$ cat config.mk
export PLATFORM = sky130hd
export DESIGN_NAME = usbep_stall_toggle_ctrl
export DESIGN_NICKNAME = d
export VERILOG_FILES = /design/src/rtl/usbep_pkg.sv /design/src/rtl/usbep_holdoff.sv /design/src/rtl/usbep_ctrl_reg.sv /design/src/rtl/usbep_toggle.sv /design/src/rtl/usbep_stall_toggle_ctrl.sv
export SDC_FILE = /design/constraint.sdc
export NUM_CORES = 1
export LEC_CHECK = 0
export ABC_AREA = 1
export CORE_ASPECT_RATIO = 0.7
export CORE_UTILIZATION = 36
export DETAILED_ROUTE_END_ITERATION = 10
export DONT_BUFFER_PORTS = 1
export GPL_TIMING_DRIVEN = 0
export HOLD_SLACK_MARGIN = 0.1
export MAX_ROUTING_LAYER = met4
export PLACE_DENSITY_LB_ADDON = 0.15
export SYNTH_ARGS = -nofsm -noshare
export SYNTH_HDL_FRONTEND = slang
export SYNTH_SLANG_ARGS = --single-unit
$ cat constraint.sdc
create_clock -name clk -period 1.45 [get_ports clk]
set_input_delay 0.145 -clock clk [delete_from_list [all_inputs] [get_ports clk]]
set_output_delay 0.145 -clock clk [all_outputs]
set_load 0.005 [all_outputs]
$ cat src/rtl/usbep_pkg.sv
package usbep_pkg;
   typedef enum logic [1:0] {
      EP_CTRL = 2'd0,
      EP_ISO  = 2'd1,
      EP_BULK = 2'd2,
      EP_INTR = 2'd3
   } ep_kind_e;

   typedef enum logic [1:0] {
      RSP_ACCEPT  = 2'd0,
      RSP_STALL   = 2'd1,
      RSP_DISCARD = 2'd2,
      RSP_REFUSE  = 2'd3
   } ep_rsp_e;

   localparam int unsigned F_STALL   = 0;
   localparam int unsigned F_BYPASS  = 1;
   localparam int unsigned F_KIND_LO = 2;
   localparam int unsigned F_SINK    = 4;
   localparam int unsigned F_TRST    = 5;
   localparam int unsigned F_ENABLE  = 6;
   localparam int unsigned CSR_MIN_W = 7;
   localparam int unsigned HOLDOFF_LIMIT = 50;
endpackage

$ cat src/rtl/usbep_holdoff.sv
module usbep_holdoff #(
   parameter int unsigned CYCLES = 50
) (
   input  logic clk,
   input  logic rst_n,
   input  logic arm,
   output logic hold
);
   generate
      if (CYCLES == 0) begin : g_none
         logic unused_clk;
         assign unused_clk = clk ^ rst_n;
         assign hold = arm;
      end else begin : g_cnt
         localparam int unsigned CW = $clog2(CYCLES + 1);
         logic [CW-1:0] cnt;
         always_ff @(posedge clk or negedge rst_n) begin
            if (!rst_n)          cnt <= '0;
            else if (arm)        cnt <= CW'(CYCLES);
            else if (cnt != '0)  cnt <= cnt - 1'b1;
         end
         assign hold = arm || (cnt != '0);

         assert_hold_after_drop_R4: assert property (@(posedge clk) disable iff (!rst_n)
            $fell(arm) |-> hold);
      end
   endgenerate
endmodule

$ cat src/rtl/usbep_ctrl_reg.sv
module usbep_ctrl_reg
   import usbep_pkg::*;
#(
   parameter int unsigned CSR_W = 8
) (
   input  logic             clk,
   input  logic             rst_n,
   input  logic             wr,
   input  logic [CSR_W-1:0] wdata,
   input  logic             setup_seen,
   input  logic             hold,
   output logic [CSR_W-1:0] rdata,
   output logic             stall,
   output logic             enable,
   output logic             bypass,
   output ep_kind_e         kind,
   output logic             trst
);
   logic is_ctrl;
   logic unused_wbits;

   assign is_ctrl      = (kind == EP_CTRL);
   assign trst         = wr && wdata[F_TRST];
   assign unused_wbits = ^wdata;

   always_ff @(posedge clk or negedge rst_n) begin
      if (!rst_n) begin
         enable <= 1'b0;
         bypass <= 1'b0;
         kind   <= EP_CTRL;
      end else if (wr) begin
         enable <= wdata[F_ENABLE];
         bypass <= wdata[F_BYPASS];
         kind   <= ep_kind_e'(wdata[F_KIND_LO +: 2]);
      end
   end

   always_ff @(posedge clk or negedge rst_n) begin
      if (!rst_n)                              stall <= 1'b0;
      else if ((setup_seen && is_ctrl) || hold) stall <= 1'b0;
      else if (wr)                             stall <= wdata[F_STALL];
   end

   always_comb begin
      rdata                    = '0;
      rdata[F_STALL]           = stall;
      rdata[F_BYPASS]          = bypass;
      rdata[F_KIND_LO +: 2]    = kind;
      rdata[F_ENABLE]          = enable;
   end

   assert_setup_clears_R2: assert property (@(posedge clk) disable iff (!rst_n)
      (setup_seen && is_ctrl) |=> !stall);
   assert_hold_blocks_R3: assert property (@(posedge clk) disable iff (!rst_n)
      hold |=> !stall);
   assert_sink_zero_R9: assert property (@(posedge clk) disable iff (!rst_n)
      rdata[F_SINK] == 1'b0 && rdata[F_TRST] == 1'b0);
endmodule

$ cat src/rtl/usbep_toggle.sv
module usbep_toggle
   import usbep_pkg::*;
(
   input  logic     clk,
   input  logic     rst_n,
   input  logic     trst,
   input  logic     setup_seen,
   input  ep_kind_e kind,
   input  logic     stall,
   input  logic     enable,
   input  logic     bypass,
   input  logic     pkt_valid,
   input  logic     pkt_pid,
   output logic     exp_tog,
   output logic     rsp_valid,
   output ep_rsp_e  rsp
);
   ep_rsp_e rsp_d;
   logic    adv;

   always_comb begin
      adv = 1'b0;
      if (stall)                              rsp_d = RSP_STALL;
      else if (!enable)                       rsp_d = RSP_REFUSE;
      else if (bypass || kind == EP_ISO)      rsp_d = RSP_ACCEPT;
      else if (pkt_pid == exp_tog) begin
         rsp_d = RSP_ACCEPT;
         adv   = 1'b1;
      end else                                rsp_d = RSP_DISCARD;
   end

   always_ff @(posedge clk or negedge rst_n) begin
      if (!rst_n)                              exp_tog <= 1'b0;
      else if (trst)                           exp_tog <= 1'b0;
      else if (setup_seen && kind == EP_CTRL)  exp_tog <= 1'b1;
      else if (pkt_valid && adv)               exp_tog <= ~exp_tog;
   end

   always_ff @(posedge clk or negedge rst_n) begin
      if (!rst_n) begin
         rsp_valid <= 1'b0;
         rsp       <= RSP_ACCEPT;
      end else begin
         rsp_valid <= pkt_valid;
         if (pkt_valid) rsp <= rsp_d;
      end
   end

   assert_stall_resp_R1: assert property (@(posedge clk) disable iff (!rst_n)
      (pkt_valid && stall) |=> (rsp_valid && rsp == RSP_STALL));
   assert_refuse_R6: assert property (@(posedge clk) disable iff (!rst_n)
      (pkt_valid && !stall && !enable) |=> (rsp == RSP_REFUSE));
   assert_tgl_reset_R7: assert property (@(posedge clk) disable iff (!rst_n)
      trst |=> !exp_tog);
   assert_iso_keep_R11: assert property (@(posedge clk) disable iff (!rst_n)
      (pkt_valid && kind == EP_ISO && !trst) |=> $stable(exp_tog));
   assert_setup_data1_R12: assert property (@(posedge clk) disable iff (!rst_n)
      (setup_seen && kind == EP_CTRL && !trst) |=> exp_tog);
   assert_rsp_timing_R13: assert property (@(posedge clk) disable iff (!rst_n)
      pkt_valid |=> rsp_valid);
endmodule

$ cat src/rtl/usbep_stall_toggle_ctrl.sv
module usbep_stall_toggle_ctrl
   import usbep_pkg::*;
#(
   parameter int unsigned CSR_W       = 8,
   parameter int unsigned HOLDOFF_CYC = 50
) (
   input  logic             clk,
   input  logic             rst_n,
   input  logic             csr_wr,
   input  logic [CSR_W-1:0] csr_wdata,
   output logic [CSR_W-1:0] csr_rdata,
   input  logic             setup_seen,
   input  logic             setup_stat,
   input  logic             pkt_valid,
   input  logic             pkt_pid,
   output logic             rsp_valid,
   output logic [1:0]       rsp_code,
   output logic             stall_active,
   output logic             exp_pid
);
   generate
      if (HOLDOFF_CYC > HOLDOFF_LIMIT) begin : g_bad_holdoff
         $error("HOLDOFF_CYC exceeds the 50-clock limit");
      end
      if (CSR_W < CSR_MIN_W) begin : g_bad_width
         $error("CSR_W too narrow for the control fields");
      end
   endgenerate

   logic     stall, enable, bypass, trst, hold;
   ep_kind_e kind;
   ep_rsp_e  rsp;

   usbep_holdoff #(.CYCLES(HOLDOFF_CYC)) u_hold (
      .clk  (clk),
      .rst_n(rst_n),
      .arm  (setup_stat && kind == EP_CTRL),
      .hold (hold)
   );

   usbep_ctrl_reg #(.CSR_W(CSR_W)) u_reg (
      .clk       (clk),
      .rst_n     (rst_n),
      .wr        (csr_wr),
      .wdata     (csr_wdata),
      .setup_seen(setup_seen),
      .hold      (hold),
      .rdata     (csr_rdata),
      .stall     (stall),
      .enable    (enable),
      .bypass    (bypass),
      .kind      (kind),
      .trst      (trst)
   );

   usbep_toggle u_tgl (
      .clk       (clk),
      .rst_n     (rst_n),
      .trst      (trst),
      .setup_seen(setup_seen),
      .kind      (kind),
      .stall     (stall),
      .enable    (enable),
      .bypass    (bypass),
      .pkt_valid (pkt_valid),
      .pkt_pid   (pkt_pid),
      .exp_tog   (exp_pid),
      .rsp_valid (rsp_valid),
      .rsp       (rsp)
   );

   assign rsp_code     = rsp;
   assign stall_active = stall;
endmodule

# Word level (Yosys, flattened, before mapping)
# Index checks and enable logic that the tools add are counted.
# word_totals
ff_bits	15
latch_bits	0
ramBits	0
mem_bits_ro	0
input_bits	15
out_inout_bits	13
n_memories	0
# op_classes
addsub	1
mul	0
div	0
magnitude_cmp	0
n_eq_ne	2
shift	0
n_mux	15
bitwise_logic	1
reduce_logical	12
# op_table
operator	count
$mux 6	2
$mux 1	9
$mux 2	4
$reduce_bool 6->1	1
$sub 6x1->6 const B	1
$logic_and 1x1->1	4
$reduce_bool 2->1	2
$logic_or 1x1->1	3
$reduce_bool 3->1	1
$eq 2x1->1 const B	1
$logic_not 2->1	1
$eq 1x1->1	1
$not 1->1	1

# Longest topological paths before layout
# depth
depth_word	9
ltp_mapped	7

# Hierarchy
# From an unflattened synthesis, not the netlist that was laid out.
# hier_totals
hier_cells	114
hier_area_um2	889.6
# modules_own_cells
mod	instances	cells_per_inst	area_per_inst_um2
usbep_holdoff	1	44	364.1
usbep_ctrl_reg	1	39	297.8
usbep_toggle	1	28	214.0
usbep_stall_toggle_ctrl	1	3	13.8

# Worst setup path after synthesis
# No wires, ideal clock.
# synth_path
path_type	reg-to-reg
startpoint	reg u_hold.g_cnt.cnt[0]
endpoint	reg u_hold.g_cnt.cnt[1]
setup_time_ns	0.121
arrival_ns	0.969
required_ns	1.329
path_slack_ns	0.360
path_stages_with_launch	6
path_buffers	0
synth_period_minus_slack_ns	1.090
path_cell_list	dfrtp_1 > inv_1 > ha_1 > nand3_4 > o21ai_1 > nand2_1
# synth_via
elab_chain_cells	3
# synth_lines
item	line	text
start, declared	usbep_holdoff.sv:16	logic [CW-1:0] cnt;
start signal, assigned	usbep_holdoff.sv:19	else if (arm) cnt <= CW'(CYCLES);
start signal, assigned	usbep_holdoff.sv:20	else if (cnt != '0) cnt <= cnt - 1'b1;
$sub 6x1->6	usbep_holdoff.sv:20	
$mux 6	usbep_holdoff.sv:20	
$mux 6	usbep_holdoff.sv:19	
# Parallel ways exist; a longest one is shown, timed or not. The select of a mux whose other input is x is not followed.
# A chain may end at the register's enable or synchronous reset.

# Worst setup path in the final report
# layout_path
startpoint	reg u_hold.g_cnt.cnt[0]
endpoint	reg u_reg.stall
# layout_via
elab_chain_cells	4
# layout_lines
item	line	text
$reduce_bool 6->1 *	usbep_holdoff.sv:22	assign hold = arm || (cnt != '0);
$logic_or 1x1->1 *	usbep_holdoff.sv:22	
$logic_or 1x1->1 *	usbep_ctrl_reg.sv:40	else if ((setup_seen && is_ctrl) || hold) stall <= 1'b0;
$mux 1 / $reduce_bool 2->1 (equally long branches)	n/a	
end signal, assigned	usbep_ctrl_reg.sv:41	else if (wr) stall <= wdata[F_STALL];
end, declared	usbep_ctrl_reg.sv:13	output logic stall,
# Every way passes the cells marked *; elsewhere a longest branch is shown, timed or not.

==> metrics <==
total grt overflow 0; Hold Path Stages 5; post-cts hold buffer count 9; area grow syn2layout 20.0%; required time worst endpoint 1.66 ns; Peak VDD IR 0.000688 V; R2R depth 6; setup TNS 0 ns; initial drt markers 11; largest net degree at the start of global routing 16; crit path from u_hold.g_cnt.cnt[0]; All-Layer GR Usage 15.2%; Final nets 131; Startpoint Class register; die width just under 60 um; Port Buffers 0; vias in the first global route 598; crit path cell chain inv_1, ha_1, nand3_4, nor2_4, nand2_2, nor2_2; drt pass-1 iters 4; Period minus WS final 1.21 ns; DP Area 867 um^2; final hold vios 0; Starting Density approximately two fifths; reg-to-reg slack, setup 0.24 ns; worst-path maximum fanout 7; cts bufs inserted 3; FF+latch count, synth 15; post-CTS setup buffers 0; GPL Wtd Cong 0.829; RR Endpoint u_reg.stall; top-level I/O count 28; initial antenna violation count 0; via count between 600 and 700; R2R Path Start u_hold.g_cnt.cnt[0]; Die Area 0.00247 mm^2; Vias/cell 4.49; measured slew at the worst slew-check pin 0.675 ns; Power Dens Cells between 1000 and 1500 mW/mm^2; # resized after CTS 0; Finish-stage setup viols 0; Final Skew 0.00179 ns; post-route ant nets 0; worst setup path end u_reg.stall; # DRC 0; Tcrit/Tclk final 83.6%; diodes inserted 0; Filler Cell Count 237; Seq/Total Area, Yosys 45.8%; Synth Warn # 0; WS Path Type register to register; Avg Cell Area, Syn 8.36 um^2; Mapped Cells 98; Worst-path clk slew 0.08 ns; Finished Cell Area 983 um^2; Worst-Skew Late Latency 0.27 ns; Post-DP HPWL 1.18 mm; first-pass GRT wire length 2.59 mm; Hold WC Path Type primary input to register; Root Driver clkbuf_4; RSZ-0062 raised after global routing no; Yosys cell types 25; maximum clock frequency 825 MHz; crit path DAT 1.43 ns; total of max-cap violations 0; Setup crit end kind register; H-tree depth 1; synthesized area 820 um^2; Clock Sink Count 15; Rows 14; Pwr Total 1270 uW; slowest stage delay, CP 0.40 ns; WL/cell approximately 11 um; CTS Buffer Depth 2; outcome completed; TritonCTS clock tree done; Critical-path top delay cell dfrtp_1; Slew headroom 54.8%; Die Y roughly 42 um; layout cells sized above 1 20.4%; placeable core area 0.00215 mm^2; final WL 1.53 mm; leak pwr 0.000486 uW; max-slew violation count 0
==> logic make-up after synthesis <==
| group | after synthesis | synth area share (%) |
|---|---|---|
| AO/OA/AOI/OAI | 12 | 8.09 |
| XOR/XNOR | 3 | 3.21 |
| adder cells (fa/ha/maj) | 2 | 3.05 |
| buffers and inverters | 20 | 12.1 |
| flip-flops | 15 | 45.8 |
| other | 1 | 0.458 |
| AND/OR/NAND/NOR | 45 | 27.3 |
==> layer usage <==
layer,track usage [%],wire length [um],vias to the layer above
li1,-,-,332
met1,19.2,754,297
met2,21.6,658,20
met3,6.23,96,2
met4,5.71,23,0
met5,-,0,-
==> registers in the layout, indices dropped and copies added (netlist names) <==
signal,count
u_hold.g_cnt.cnt,6
u_reg.kind,2
u_tgl.rsp,2
u_reg.bypass,1
u_reg.enable,1
u_reg.stall,1
u_tgl.exp_tog,1
u_tgl.rsp_valid,1
==> synthesized netlist by cell type <==
cell type | count | area [um^2]
nor2_4 | 2 | 22.5
inv_2 | 5 | 18.8
nor3_1 | 1 | 5.00
o21ai_0 | 4 | 20.0
conb_1 | 1 | 3.75
nor2_1 | 8 | 30.0
ha_1 | 2 | 25.0
nand4_1 | 1 | 6.26
o21ai_1 | 2 | 10.0
clkinv_1 | 2 | 7.51
nand2_1 | 21 | 78.8
xor2_1 | 2 | 17.5
buf_2 | 1 | 5.00
o21ai_2 | 1 | 8.76
o21bai_1 | 1 | 7.51
inv_1 | 6 | 22.5
nand3_2 | 1 | 10.0
dfrtp_1 | 15 | 375
nand3_4 | 1 | 17.5
nand3_1 | 7 | 35.0
nor2_2 | 2 | 12.5
nand2_2 | 1 | 6.26
a21oi_1 | 4 | 20.0
buf_4 | 6 | 45.0
xnor2_1 | 1 | 8.76
==> where the power goes <==
part	internal (uW)	leakage, uW	total (uW)	switching [uW]
logic	179	0.000295	402	222
clock network	107	0.0000150	229	122
registers	521	0.000176	640	120
total	806	0.000486	1270	464
==> worst min path at each step <==
stage	endpoint	start	slack (ns)
after CTS	u_tgl.exp_tog	csr_wr	0.10
final	u_tgl.exp_tog	csr_wr	0.12
after global routing	u_tgl.exp_tog	csr_wr	0.13
after global placement	u_tgl.rsp[0]	rst_n	-0.15
after floorplan	u_hold.g_cnt.cnt[0]	rst_n	-0.15
after detailed placement	u_tgl.rsp[0]	rst_n	-0.15
==> final cells by class <==
type                       instances  area [um^2]  share of cell area (%)
sequential                        15          375                    38.2
clock buffer                       4         26.3                    2.67
tap                               32         40.0                    4.07
multi-input combinational         65          353                    35.9
inverter                          13         48.8                    4.96
buffer                             7         50.0                    5.09
timing repair buffer               9         90.1                    9.16
==> through the flow <==
step	hold slack, ns	instances	utilization [%]	setup slack, ns
5_1_grt	0.126	145	45.6	0.126
2_1_floorplan	-0.151	100	-	0.360
3_3_place_gp	-0.150	132	40.2	0.260
4_1_cts	0.105	145	45.6	0.220
3_5_place_dp	-0.150	132	40.2	0.244
6_report	0.119	145	45.6	0.238
==> layout by cell type, fill, tap and decap left out <==
| cell type | n |
|---|---|
| o21ai_1 | 2 |
| nand3_2 | 1 |
| buf_4 | 6 |
| dfrtp_1 | 15 |
| nor2_1 | 8 |
| clkbuf_1 | 1 |
| o21ai_2 | 1 |
| dlygate4sd3_1 | 9 |
| conb_1 | 3 |
| nand4_1 | 1 |
| nand2_1 | 21 |
| inv_1 | 6 |
| nand3_1 | 7 |
| o21bai_1 | 1 |
| nor2_2 | 2 |
| xnor2_1 | 1 |
| clkbuf_4 | 3 |
| clkinv_1 | 2 |
| nor3_1 | 1 |
| a21oi_1 | 4 |
| o21ai_0 | 4 |
| nand3_4 | 1 |
| ha_1 | 2 |
| nand2_2 | 1 |
| inv_2 | 5 |
| nor2_4 | 2 |
| buf_2 | 1 |
| xor2_1 | 2 |
==> critical path: cells and delay by family (launching register included) <==
family	cells	cell delay [ns]
adder cells (fa/ha/maj)	1	0.22
AND/OR/NAND/NOR	4	0.39
flip-flops	1	0.40
buffers and inverters	1	0.14
Note: power is estimated with default switching activity, not from simulation.
